[src/rtl/asram_pkg.sv]
`timescale 1ns/1ps
package asram_pkg;

   typedef enum logic [2:0] {
      ST_IDLE     = 3'd0,
      ST_SETUP    = 3'd1,
      ST_RD_WAIT  = 3'd2,
      ST_WR_PULSE = 3'd3,
      ST_RECOVER  = 3'd4
   } asram_state_e;

   // round a nanosecond limit up to whole clock periods
   function automatic int unsigned ns_to_cyc(input int unsigned ns, input int unsigned clk_ns);
      return (ns + clk_ns - 1) / clk_ns;
   endfunction

   function automatic int unsigned max_u(input int unsigned a, input int unsigned b);
      return (a > b) ? a : b;
   endfunction

   // a - b, floored at zero
   function automatic int unsigned sub_sat(input int unsigned a, input int unsigned b);
      return (a > b) ? (a - b) : 0;
   endfunction

endpackage

[src/rtl/asram_delay_cnt.sv]
`timescale 1ns/1ps
module asram_delay_cnt #(
   parameter int CNT_W = 8
) (
   input  logic             clk,
   input  logic             rst_n,
   input  logic             load_i,
   input  logic [CNT_W-1:0] load_val_i,
   output logic             zero_o
);

   logic [CNT_W-1:0] cnt_q;

   always_ff @(posedge clk or negedge rst_n) begin
      if (!rst_n)
         cnt_q <= '0;
      else if (load_i)
         cnt_q <= load_val_i;
      else if (cnt_q != '0)
         cnt_q <= cnt_q - 1'b1;
   end

   assign zero_o = (cnt_q == '0);

endmodule

[src/rtl/asram_seq.sv]
`timescale 1ns/1ps
module asram_seq
   import asram_pkg::*;
#(
   parameter int CNT_W    = 8,
   parameter int RD_SETUP = 1,
   parameter int RD_WAIT  = 8,
   parameter int RD_REC   = 1,
   parameter int WR_SETUP = 4,
   parameter int WR_PULSE = 5,
   parameter int WR_REC   = 1
) (
   input  logic         clk,
   input  logic         rst_n,
   input  logic         start_i,
   input  logic         write_i,
   output asram_state_e nxt_o,
   output logic         accept_o,
   output logic         capture_o,
   output logic         done_o
);

   localparam logic [CNT_W-1:0] L_RS = CNT_W'(RD_SETUP - 1);
   localparam logic [CNT_W-1:0] L_RW = CNT_W'(RD_WAIT - 1);
   localparam logic [CNT_W-1:0] L_RR = CNT_W'(RD_REC - 1);
   localparam logic [CNT_W-1:0] L_WS = CNT_W'(WR_SETUP - 1);
   localparam logic [CNT_W-1:0] L_WP = CNT_W'(WR_PULSE - 1);
   localparam logic [CNT_W-1:0] L_WR = CNT_W'(WR_REC - 1);

   asram_state_e     state_q, nxt;
   logic             wr_q;
   logic             load;
   logic [CNT_W-1:0] load_val;
   logic             zero;

   asram_delay_cnt #(.CNT_W(CNT_W)) u_cnt (
      .clk        (clk),
      .rst_n      (rst_n),
      .load_i     (load),
      .load_val_i (load_val),
      .zero_o     (zero)
   );

   always_comb begin
      nxt      = state_q;
      load     = 1'b0;
      load_val = '0;
      accept_o = 1'b0;
      case (state_q)
         ST_IDLE: begin
            if (start_i) begin
               nxt      = ST_SETUP;
               accept_o = 1'b1;
               load     = 1'b1;
               load_val = write_i ? L_WS : L_RS;
            end
         end
         ST_SETUP: begin
            if (zero) begin
               load = 1'b1;
               if (wr_q) begin
                  nxt      = ST_WR_PULSE;
                  load_val = L_WP;
               end else begin
                  nxt      = ST_RD_WAIT;
                  load_val = L_RW;
               end
            end
         end
         ST_RD_WAIT: begin
            if (zero) begin
               nxt      = ST_RECOVER;
               load     = 1'b1;
               load_val = L_RR;
            end
         end
         ST_WR_PULSE: begin
            if (zero) begin
               nxt      = ST_RECOVER;
               load     = 1'b1;
               load_val = L_WR;
            end
         end
         ST_RECOVER: begin
            if (zero)
               nxt = ST_IDLE;
         end
         default: nxt = ST_IDLE;
      endcase
   end

   always_ff @(posedge clk or negedge rst_n) begin
      if (!rst_n) begin
         state_q <= ST_IDLE;
         wr_q    <= 1'b0;
      end else begin
         state_q <= nxt;
         if (accept_o)
            wr_q <= write_i;
      end
   end

   assign nxt_o     = nxt;
   assign capture_o = (state_q == ST_RD_WAIT) && zero;
   assign done_o    = (state_q == ST_RECOVER) && zero;

endmodule

[src/rtl/asram_pin_drv.sv]
`timescale 1ns/1ps
module asram_pin_drv
   import asram_pkg::*;
#(
   parameter int ADDR_W = 18,
   parameter int DATA_W = 16,
   parameter int LANES  = 2
) (
   input  logic              clk,
   input  logic              rst_n,
   input  asram_state_e      nxt_i,
   input  logic              accept_i,
   input  logic              capture_i,
   input  logic              req_write_i,
   input  logic [ADDR_W-1:0] req_addr_i,
   input  logic [DATA_W-1:0] req_wdata_i,
   input  logic [LANES-1:0]  req_be_i,
   input  logic [DATA_W-1:0] mem_rdata_i,
   output logic [DATA_W-1:0] rdata_o,
   output logic [ADDR_W-1:0] mem_addr_o,
   output logic              mem_sel_n_o,
   output logic              mem_sel_o,
   output logic              mem_rden_n_o,
   output logic              mem_wr_n_o,
   output logic [LANES-1:0]  mem_lane_n_o,
   output logic [DATA_W-1:0] mem_wdata_o,
   output logic              mem_drive_o
);

   localparam int LANE_W = DATA_W / LANES;

   logic              wr_q, wr_nx;
   logic [LANES-1:0]  be_q, be_nx;
   logic [LANES-1:0]  lane_nx;
   logic [DATA_W-1:0] rd_nx;
   logic              sel_act, rd_act, drv_act;

   assign wr_nx   = accept_i ? req_write_i : wr_q;
   assign be_nx   = accept_i ? req_be_i    : be_q;
   assign sel_act = (nxt_i == ST_SETUP) || (nxt_i == ST_RD_WAIT) || (nxt_i == ST_WR_PULSE);
   assign rd_act  = !wr_nx && ((nxt_i == ST_SETUP) || (nxt_i == ST_RD_WAIT));
   // data stays driven through recovery so the hold after the strobe rises is positive
   assign drv_act = wr_nx && ((nxt_i == ST_WR_PULSE) || (nxt_i == ST_RECOVER));

   for (genvar g = 0; g < LANES; g++) begin : g_lane
      assign lane_nx[g] = !(sel_act && be_nx[g]);
      assign rd_nx[g*LANE_W +: LANE_W] =
         be_q[g] ? mem_rdata_i[g*LANE_W +: LANE_W] : {LANE_W{1'b0}};
   end

   always_ff @(posedge clk or negedge rst_n) begin
      if (!rst_n) begin
         wr_q         <= 1'b0;
         be_q         <= '0;
         rdata_o      <= '0;
         mem_addr_o   <= '0;
         mem_wdata_o  <= '0;
         mem_sel_n_o  <= 1'b1;
         mem_sel_o    <= 1'b0;
         mem_rden_n_o <= 1'b1;
         mem_wr_n_o   <= 1'b1;
         mem_lane_n_o <= '1;
         mem_drive_o  <= 1'b0;
      end else begin
         wr_q <= wr_nx;
         be_q <= be_nx;
         if (accept_i) begin
            mem_addr_o  <= req_addr_i;
            mem_wdata_o <= req_wdata_i;
         end
         if (capture_i)
            rdata_o <= rd_nx;
         mem_sel_n_o  <= !sel_act;
         mem_sel_o    <= sel_act;
         mem_rden_n_o <= !rd_act;
         mem_wr_n_o   <= !(nxt_i == ST_WR_PULSE);
         mem_lane_n_o <= lane_nx;
         mem_drive_o  <= drv_act;
      end
   end

endmodule

[src/rtl/asram_ctrl.sv]
`timescale 1ns/1ps
module asram_ctrl
   import asram_pkg::*;
#(
   parameter int ADDR_W   = 18,
   parameter int DATA_W   = 16,
   parameter int LANES    = 2,
   parameter int CLK_NS   = 8,
   parameter int T_AA_NS  = 70,
   parameter int T_RC_NS  = 70,
   parameter int T_WC_NS  = 70,
   parameter int T_WP_NS  = 35,
   parameter int T_DW_NS  = 30,
   parameter int T_WR_NS  = 0,
   parameter int T_WHZ_NS = 30,
   parameter int CNT_W    = 8
) (
   input  logic              clk,
   input  logic              rst_n,
   input  logic              req_i,
   input  logic              req_write_i,
   input  logic [ADDR_W-1:0] req_addr_i,
   input  logic [DATA_W-1:0] req_wdata_i,
   input  logic [LANES-1:0]  req_be_i,
   output logic              ready_o,
   output logic [DATA_W-1:0] rdata_o,
   output logic [ADDR_W-1:0] mem_addr_o,
   output logic              mem_sel_n_o,
   output logic              mem_sel_o,
   output logic              mem_rden_n_o,
   output logic              mem_wr_n_o,
   output logic [LANES-1:0]  mem_lane_n_o,
   output logic [DATA_W-1:0] mem_wdata_o,
   output logic              mem_drive_o,
   input  logic [DATA_W-1:0] mem_rdata_i
);

   // cycle counts derived from the nanosecond limits
   localparam int AA_CYC   = int'(max_u(1, ns_to_cyc(T_AA_NS, CLK_NS)));
   localparam int RC_CYC   = int'(ns_to_cyc(T_RC_NS, CLK_NS));
   localparam int WC_CYC   = int'(ns_to_cyc(T_WC_NS, CLK_NS));
   localparam int RD_SETUP = 1;
   localparam int RD_WAIT  = int'(max_u(1, AA_CYC - 1));
   localparam int RD_REC   = int'(max_u(1, sub_sat(RC_CYC, RD_SETUP + RD_WAIT)));
   localparam int WR_SETUP = int'(max_u(1, ns_to_cyc(T_WHZ_NS, CLK_NS)));
   localparam int WR_PULSE = int'(max_u(1, max_u(ns_to_cyc(T_WP_NS, CLK_NS),
                                                 ns_to_cyc(T_DW_NS, CLK_NS))));
   localparam int WR_REC   = int'(max_u(max_u(1, ns_to_cyc(T_WR_NS, CLK_NS)),
                                        sub_sat(WC_CYC, WR_SETUP + WR_PULSE)));
   localparam int LONGEST  = int'(max_u(max_u(RD_WAIT, RD_REC),
                                        max_u(max_u(WR_SETUP, WR_PULSE), WR_REC)));

   if (DATA_W != LANES * 8) begin : g_bad_width
      $error("asram_ctrl: DATA_W must be 8 bits per lane");
   end
   if (LONGEST > (1 << CNT_W)) begin : g_bad_cnt
      $error("asram_ctrl: CNT_W too narrow for derived delays");
   end
   if (CLK_NS < 1) begin : g_bad_clk
      $error("asram_ctrl: CLK_NS must be positive");
   end

   asram_state_e nxt;
   logic         accept, capture;
   logic         start;

   assign start = req_i && (req_be_i != '0);

   asram_seq #(
      .CNT_W    (CNT_W),
      .RD_SETUP (RD_SETUP),
      .RD_WAIT  (RD_WAIT),
      .RD_REC   (RD_REC),
      .WR_SETUP (WR_SETUP),
      .WR_PULSE (WR_PULSE),
      .WR_REC   (WR_REC)
   ) u_seq (
      .clk       (clk),
      .rst_n     (rst_n),
      .start_i   (start),
      .write_i   (req_write_i),
      .nxt_o     (nxt),
      .accept_o  (accept),
      .capture_o (capture),
      .done_o    (ready_o)
   );

   asram_pin_drv #(
      .ADDR_W (ADDR_W),
      .DATA_W (DATA_W),
      .LANES  (LANES)
   ) u_pins (
      .clk          (clk),
      .rst_n        (rst_n),
      .nxt_i        (nxt),
      .accept_i     (accept),
      .capture_i    (capture),
      .req_write_i  (req_write_i),
      .req_addr_i   (req_addr_i),
      .req_wdata_i  (req_wdata_i),
      .req_be_i     (req_be_i),
      .mem_rdata_i  (mem_rdata_i),
      .rdata_o      (rdata_o),
      .mem_addr_o   (mem_addr_o),
      .mem_sel_n_o  (mem_sel_n_o),
      .mem_sel_o    (mem_sel_o),
      .mem_rden_n_o (mem_rden_n_o),
      .mem_wr_n_o   (mem_wr_n_o),
      .mem_lane_n_o (mem_lane_n_o),
      .mem_wdata_o  (mem_wdata_o),
      .mem_drive_o  (mem_drive_o)
   );

endmodule

[config.mk]
export PLATFORM = sky130hd
export DESIGN_NAME = asram_ctrl
export DESIGN_NICKNAME = d
export VERILOG_FILES = /design/src/rtl/asram_pkg.sv /design/src/rtl/asram_delay_cnt.sv /design/src/rtl/asram_seq.sv /design/src/rtl/asram_pin_drv.sv /design/src/rtl/asram_ctrl.sv
export SDC_FILE = /design/constraint.sdc
export NUM_CORES = 1
export LEC_CHECK = 0
export ABC_AREA = 1
export ABC_CLOCK_PERIOD_IN_PS = 1710
export BUFFER_PORTS_ARGS = -buffer_cell sky130_fd_sc_hd__buf_2
export CELL_PAD_IN_SITES_DETAIL_PLACEMENT = 1
export CELL_PAD_IN_SITES_GLOBAL_PLACEMENT = 1
export CORE_ASPECT_RATIO = 0.6
export CORE_MARGIN = 1
export CORE_UTILIZATION = 35
export CTS_CLUSTER_SIZE = 28
export DETAILED_ROUTE_END_ITERATION = 7
export HOLD_SLACK_MARGIN = 0.15
export PLACE_DENSITY = 0.77
export SYNTH_ARGS = -nofsm -noshare
export SYNTH_HDL_FRONTEND = slang
export SYNTH_SLANG_ARGS = --single-unit
[constraint.sdc]
create_clock -name clk -period 1.71 [get_ports clk]
set_input_delay 0.4275 -clock clk [delete_from_list [all_inputs] [get_ports clk]]
set_output_delay 0.4275 -clock clk [all_outputs]
set_load 0.02 [all_outputs]
==> results.md, run 1 <==
* DR WL/cell at 14.0 um
* Hold crit path type: primary input to flip-flop
* Synthesis-stage register bit count at 72
* Setup WS post-layout at -89.8 ps
* Mapped Cells at 331
* Vias in the first global route at 2,602
* First-pass GRT wire length at 12.6 mm
* CTS tree: done
* Critical-path cell list: inv_2 -> ha_4 -> nand2_2 -> nor2_4 -> inv_2 -> nor2_1 -> buf_4
* Post-synthesis cell area at 0.00299 mm2
* Worst VDD drop at 0.808 mV
* Crit path capture type: output pin
* Worst-Margin Slew at 377 ps
* Count of cell types in the netlist at 27
* Mapped Nets at 388
* Max-Cap Viols at 0
* Combinational share of power at 0.393
* Ys Warns at 0
* Area Growth Syn to Fin at 39.9%
* Headroom to the max-slew limit at 0.747
* Lkg Pwr at 0.00228 uW
* Switching Fraction at 0.392
* Initial antenna violation count at 0
* Num Clock Sinks at 72
* Slowest stage cell on the critical path: dfrtp_1
* EDFF count, synth at 0
* Int Pwr at 5140 uW
* Pin count of the biggest net entering global routing at 69
* Net count, final at 517
* DRT iter0 DRCs at 94
* Clk pwr share at 0.260
* GRT overflow at 0
* Most used cell, CP: inv_2
* Initial core utilization at 0.371
* Routability cong. at 0.758
* Root Driver: clkbuf_16
* Die Height at 73.6 um
* WP data required at 1280 ps
* NetSw at 3310 uW
* Fillers at 989
* Routed Antenna Nets at 0
* Die area at 0.00893 mm2
* Crit start category: flip-flop
* CTS clk-pin slew, worst paths at 60 ps
* Sequential share of power at 0.346
* Worst EP arrival at 1370 ps
* Ys flop type: dfrtp_1
* Synth Area per Inst at 9.03 um2
* CTS Buf Count at 9
* GRT Util Overall at 0.188
* Largest fanout on the critical path at 2
* Vias per inst at 4.52
* Max clock buf depth at 2
* Max Fclk at 556 MHz
* Final setup vio count at 1
* Largest stage delay on the critical path at 390 ps
* Worst hold slack at 294 ps
* Core region area at 0.00807 mm2
* DRT Wirelength at 8.02 mm
* IO Pins at 114
* Final min period at 1800 ps
* Failing checks: negative setup slack
* Final non-filler cell area at 0.00418 mm2
* Drt drc at 0
* Share of layout cells above drive strength 1 at 0.363
* Register area share after synthesis at 0.605
* Clock skew at 6.73 ps
* Outcome: finished with violations
* DP Area at 0.00370 mm2
* Row Count at 25
* Slew Viols, Final at 0
* Die width at 121 um
* Final clock period utilization by the worst path at 1.05
* Detailed-route via count at 2,588
* P per Cell Area at 2020 mW/mm2
* Fin. Hold Viols at 0
* Overall Power at 8450 uW
* Port-buffer cells at 113
* Post-DP HPWL at 5.63 mm
* Setup CP Type: flip-flop to output pin
* Async set-reset flop share out of synthesis at 1.00
* H-tree levels at 3
* Ant. Diodes at 0
* Drt pass-1 iters at 4
* Clock Latency Late Sink at 330 ps
* RSZ-0062 raised after global routing: true
-- per-layer routing --
metal,GRT usage,up-vias,part of all wire
li1,-,1271,-
met1,0.247,1232,0.48
met2,0.301,80,0.45
met3,0.0567,5,0.063
met4,0.0576,0,0.0069
met5,0,-,0
-- power groups by stage --
stage	registers, uW	clock network, uW	logic (uW)
after floorplan	3540	0	1370
after global placement	2920	0	2980
after detailed placement	2950	0	3090
after CTS	2940	2250	3270
after global routing	3020	2320	3710
final	2930	2200	3330
-- layout make-up --
class / instances / area (um2) / share of cell area
Multi-Input combinational cell: 208 / 983 / 0.235
Clock buffer: 10 / 239 / 0.0571
Clock inverter: 6 / 114 / 0.0272
Inverter: 37 / 139 / 0.0332
Timing Repair Buffer: 132 / 766 / 0.183
Sequential cell: 72 / 1810 / 0.432
Tap cell: 108 / 135 / 0.0323
-- Yosys cell counts, types with 2 or more instances --
| master | n | area share |
|---|---|---|
| a21oi_1 | 3 | 0.0050 |
| buf_2 | 9 | 0.015 |
| buf_6 | 3 | 0.011 |
| dfrtp_1 | 67 | 0.56 |
| dfstp_2 | 5 | 0.044 |
| inv_1 | 36 | 0.045 |
| nand2_1 | 124 | 0.16 |
| nand2_2 | 2 | 0.0042 |
| nand3_1 | 20 | 0.033 |
| nor2_1 | 12 | 0.015 |
| nor2_2 | 2 | 0.0042 |
| nor2_4 | 2 | 0.0075 |
| nor3_1 | 6 | 0.010 |
| o21ai_0 | 21 | 0.035 |
| o21ai_1 | 2 | 0.0033 |
| o21ai_2 | 2 | 0.0059 |
| xor2_1 | 5 | 0.015 |
-- cells by family (layout without fill, tap and decap cells) --
| family | Yosys count | in the layout | synth area share |
|---|---|---|---|
| AND/OR/NAND/NOR | 171 | 171 | 0.240 |
| AO/OA/AOI/OAI | 30 | 30 | 0.0573 |
| buffers and inverters | 51 | 185 | 0.0766 |
| XOR/XNOR | 6 | 6 | 0.0176 |
| adder cells (fa/ha/maj) | 1 | 1 | 0.00418 |
| flip-flops | 72 | 72 | 0.605 |
-- final timing paths --
path                                       start               endpoint  slack, ps  depth (start not counted)
max                         u_seq.u_cnt.cnt_q[1]                ready_o        -90                          7
min                               req_addr_i[15]  u_pins.mem_addr_o[15]        290                          3
max reg2reg                 u_seq.u_cnt.cnt_q[1]      u_pins.rdata_o[4]        130                         10
min reg2reg                u_pins.mem_addr_o[15]  u_pins.mem_addr_o[15]        460                          2
max in group asynchronous                  rst_n      u_pins.mem_wr_n_o        660                          3
min in group asynchronous                  rst_n      u_pins.rdata_o[3]        440                          2
-- layout by cell type (no fill, tap or decap), drive strengths merged --
master	n
buf	131
nand2	126
dfrtp	67
inv	38
o21ai	25
nand3	20
nor2	16
clkbuf	10
nor3	7
xor2	5
dfstp	5
a21oi	4
bufinv	3
clkinvlp	2
and3	1
xnor2	1
a21boi	1
nand4	1
ha	1
dlygate4sd3	1
-- critical path, delay by kind of cell, from the launching register on --
family | cells | cell delay [ps]
buf+inv | 3 | 270
flops | 1 | 390
fa+ha+maj | 1 | 140
simple gates | 3 | 240
-- registers in the layout (all words and copies together), names as in the netlist --
signal               count
u_pins.mem_lane_n_o      2
u_pins.rdata_o          16
u_pins.mem_sel_o         1
u_pins.wr_q              1
u_pins.mem_rden_n_o      1
u_seq.u_cnt.cnt_q        8
u_pins.mem_addr_o       18
u_pins.mem_wdata_o      16
u_seq.state_q            3
u_pins.mem_sel_n_o       1
u_seq.wr_q               1
u_pins.mem_drive_o       1
u_pins.be_q              2
u_pins.mem_wr_n_o        1
-- stage by stage --
stage                     std cells   util  setup slack [ps]  setup TNS, ps
after CTS                       570  0.513              -108           -108
after global routing            573  0.518              -160           -160
after detailed placement        546  0.459             -22.7          -60.6
after floorplan                 331      -              21.5              0
final                           573  0.518             -89.8          -89.8
after global placement          546  0.459              95.8              0
-- timing repair --
action | CTS | global route
resized for setup | 7 | 3
buffers inserted | 7 | 4
cloned | 0 | 0
pin swaps | 2 | 4
endpoints found under the hold margin | 4 | 0
hold buffers | 1 | 0
setup endpoints to repair | 5 | 21
(Power assumes the default switching activity.)
==> run 2, diff against run 1 <==
--- a/config.mk
+++ b/config.mk
@@ -5,18 +5,17 @@
 export SDC_FILE = /design/constraint.sdc
 export NUM_CORES = 1
 export LEC_CHECK = 0
-export ABC_AREA = 1
 export ABC_CLOCK_PERIOD_IN_PS = 1710
 export BUFFER_PORTS_ARGS = -buffer_cell sky130_fd_sc_hd__buf_2
 export CELL_PAD_IN_SITES_DETAIL_PLACEMENT = 1
 export CELL_PAD_IN_SITES_GLOBAL_PLACEMENT = 1
 export CORE_ASPECT_RATIO = 0.6
 export CORE_MARGIN = 1
-export CORE_UTILIZATION = 35
+export CORE_UTILIZATION = 38
 export CTS_CLUSTER_SIZE = 28
 export DETAILED_ROUTE_END_ITERATION = 7
 export HOLD_SLACK_MARGIN = 0.15
-export PLACE_DENSITY = 0.77
+export PLACE_DENSITY = 0.78
 export SYNTH_ARGS = -nofsm -noshare
 export SYNTH_HDL_FRONTEND = slang
 export SYNTH_SLANG_ARGS = --single-unit
==> run 2 against run 1 <==
- the flow still finishes with violations (negative setup slack)
- clock skew is essentially flat
- power grew 11%
- final area grew 16%
- sequential power is essentially flat
- core utilization grew 9.8 points
- clock-buffer cell count grew 2
- register-to-register slack lost 580 ps
- setup slack lost 400 ps
- largest power group unchanged
==> results.md, run 2 <==
* WHS Endpoint: u_pins.mem_addr_o[14]
* Switching Fraction at 0.384 (-0.00736)
* Synthesis-stage register bit count at 72 (unchanged)
* DP Area at 0.00412 mm2 (+11%)
* Fin. Hold Viols at 0 (unchanged)
* Crit path capture type: output pin
* First-pass GRT wire length at 15.4 mm (+22%)
* Final setup vio count at 67 (+66)
* Final clock period utilization by the worst path at 1.29 (+0.235)
* Placed cells at 488 (-11%)
* Worst VDD drop at 0.952 mV (+18%)
* Post-DP HPWL at 6.06 mm (+7.7%)
* IO Pins at 114 (unchanged)
* Mapped Nets at 311 (-20%)
* WP data required at 1280 ps (about the same)
* Clk pwr share at 0.196 (-0.064)
* DR WL/cell at 19.0 um (+36%)
* Most frequent cells in the layout: buf_2 (112), dfrtp_1 (67), mux2_4 (34)
* Setup WS post-layout at -491 ps (-401 ps)
* Worst r2r dst: u_pins.rdata_o[5]
* Final non-filler cell area at 0.00486 mm2 (+16%)
* Hold Path Stages at 2 (-1)
* H-tree levels at 3 (unchanged)
* Int Pwr at 5770 uW (+12%)
* Largest fanout on the critical path at 3 (+1)
* Ys flop type: dfrtp_1
* Initial antenna violation count at 0 (unchanged)
* Ys Warns at 0 (unchanged)
* Area Growth Syn to Fin at 56.4%
* Die width at 119 um (-2.2%)
* Clock Latency Late Sink at 330 ps (about the same)
* Net count, final at 467 (-9.7%)
* Ant. Diodes at 0 (unchanged)
* Worst EP arrival at 1770 ps (+400 ps)
* CTS clk-pin slew, worst paths at 60 ps (about the same)
* Max-Cap Viols at 0 (unchanged)
* Row Count at 25 (unchanged)
* Root Driver: clkbuf_16
* Final min period at 2200 ps (+401 ps)
* Flop-to-flop setup slack at -450 ps (-580 ps)
* Worst r2r src: u_seq.u_cnt.cnt_q[1]
* Combinational share of power at 0.488 (+0.095)
* Die Height at 72.0 um (-2.1%)
* Count of cell types in the netlist at 48 (+78%)
* Most common cell after layout, fill and taps aside: buf_2
* DRT Wirelength at 9.93 mm (+24%)
* Most numerous cell in the Yosys netlist: dfrtp_1
* Routability cong. at 0.822 (+8.4%)
* Synth Area per Inst at 12.2 um2 (+35%)
* Clock skew at 6.36 ps (-0.372 ps)
* Setup CP Type: flip-flop to output pin
* Lkg Pwr at 0.00243 uW (+6.6%)
* P per Cell Area at 1930 mW/mm2 (-4.4%)
* Slew Viols, Final at 0 (unchanged)
* Num Clock Sinks at 72 (unchanged)
* Max clock buf depth at 2 (unchanged)
* Largest register FFs at 18 (unchanged)
* Mapped Cells at 254 (-23%)
* Core Util, Final at 0.616 (+0.0979)
* Biggest register: u_pins.mem_addr_o
* Max Fclk at 454 MHz (-18%)
* GRT Util Overall at 0.241 (+0.0532)
* DRT iter0 DRCs at 96 (+2.1%)
* Die area at 0.00855 mm2 (-4.3%)
* Hold Crit Start: req_addr_i[14]
* NetSw at 3600 uW (+8.9%)
* Sequential share of power at 0.316 (-0.030)
* Detailed-route via count at 2,629 (+1.6%)
* Vias in the first global route at 2,846 (+9.4%)
* RSZ-0062 raised after global routing: true
* Register area share after synthesis at 0.582 (-0.0224)
* Failing checks: negative setup slack
* Hold crit path type: primary input to flip-flop
* Synth top area share at 0.540 (-0.0208)
* Crit start category: flip-flop
* Pin count of the biggest net entering global routing at 73 (+5.8%)
* Headroom to the max-slew limit at 0.735 (-0.0115)
* Ranking of synthesized cells by area: dfrtp_1 (54%), mux2_2 (12%), mux2i_1 (5.2%)
* Outcome: finished with violations
* Port-buffer cells at 113 (unchanged)
* GRT overflow at 0 (unchanged)
* CTS tree: done
* Top cells by instance count after synthesis: dfrtp_1 (67), mux2_2 (34), nand2_1 (25), inv_1 (19), mux2i_1 (16)
* Vias per inst at 5.04 (+12%)
* Initial core utilization at 0.394 (+0.0234)
* Worst r2r path cells at 7 (-3)
* Routed Antenna Nets at 0 (unchanged)
* Final Instance Count excl. Fillers at 522 (-8.9%)
* Share of layout cells above drive strength 1 at 0.592 (+0.228)
* Drt pass-1 iters at 4 (unchanged)
* Fillers at 855 (-14%)
* Worst-Margin Slew at 397 ps (+20.2 ps)
* CTS Buf Count at 9 (unchanged)
* Area leader, netlist: dfrtp_1
* Drt drc at 0 (unchanged)
* Core region area at 0.00788 mm2 (-2.3%)
* Top flop regs: u_pins.mem_addr_o x18, u_pins.mem_wdata_o x16, u_pins.rdata_o x16
* Post-synthesis cell area at 0.00311 mm2 (+3.8%)
* EDFF count, synth at 0 (unchanged)
* Async set-reset flop share out of synthesis at 1.00 (unchanged)
==> run 2: changes by cell type after synthesis, sizes merged, moves of 6 or more <==
cell,change
clkbuf,+6
inv,-18
mux2,+34
mux2i,+16
nand2,-101
nand3,-19
nor2,-10
nor3,-6
o21ai,-16
==> run 2: worst max path at each step <==
stage	from	to	depth (start not counted)
finish	u_seq.u_cnt.cnt_q[1]	ready_o	6
global route	u_seq.u_cnt.cnt_q[1]	ready_o	6
floorplan	u_seq.u_cnt.cnt_q[0]	u_pins.rdata_o[10]	7
detailed placement	u_seq.u_cnt.cnt_q[0]	u_pins.rdata_o[0]	5
global placement	u_seq.u_cnt.cnt_q[0]	ready_o	6
CTS	u_seq.u_cnt.cnt_q[0]	ready_o	6
==> run 2: cell families (layout without fill, tap and decap cells) <==
| kind of cell | count (synthesis) | after routing | share of synthesized area |
|---|---|---|---|
| AO/OA/AOI/OAI | 39 | 39 | 0.0878 |
| adder cells (fa/ha/maj) | 1 | 1 | 0.00403 |
| flip-flops | 72 | 72 | 0.582 |
| XOR/XNOR | 1 | 1 | 0.00282 |
| AND/OR/NAND/NOR | 55 | 56 | 0.0939 |
| multiplexers | 50 | 50 | 0.175 |
| buffers and inverters | 36 | 195 | 0.0544 |
==> run 2: power by group through the flow <==
stage / logic, uW / registers [uW] / clock network (uW)
3_3_place_gp: 3660 / 2910 / 0
6_report: 4580 / 2960 / 1840
4_1_cts: 4360 / 2950 / 1870
5_1_grt: 4860 / 3050 / 1950
2_1_floorplan: 1860 / 3570 / 0
3_5_place_dp: 3800 / 2930 / 0
==> run 2: worst max-delay path: stages (launching register included) <==
cell and delay [ps]:
dfrtp_1 390, inv_2 70, ha_4 120, or3b_4 400, nor2_4 160, and3_4 190, buf_6 110
==> run 2: per-layer routing <==
layer,global-route usage,part of all wire,up-vias
met5,0,0,-
met4,0.0999,0.013,0
met3,0.0770,0.081,13
met2,0.372,0.45,121
met1,0.317,0.46,1291
li1,-,-,1204
==> run 2: area by class of cell <==
type | count | area [um2] | share of cell area
clock buffers | 12 | 246 | 0.0507
clock inverters | 3 | 42.5 | 0.00876
inverters | 19 | 71.3 | 0.0147
multi-input cells | 147 | 1480 | 0.304
flip-flops and latches | 72 | 1810 | 0.372
well taps | 108 | 135 | 0.0278
repair buffers | 161 | 1080 | 0.222
==> run 2: stage by stage <==
step	power [uW]	worst slack (ps)	hold slack, ps	TNS, ps
floorplan	5420	-307	132	-9510
finish	9380	-491	321	-15070
global route	9860	-545	311	-19000
detailed placement	6720	-340	491	-11330
global placement	6570	-258	483	-9060
CTS	9190	-466	314	-12900
==> run 2: repair_timing <==
item / 4_1_cts / 5_1_grt
pin swaps: 12 / 13
endpoints found under the hold margin: 32 / 0
setup buffers: 10 / 9
cloned: 5 / 1
hold buffers: 1 / 0
setup endpoints to repair: 65 / 70
gates resized for setup: 43 / 21
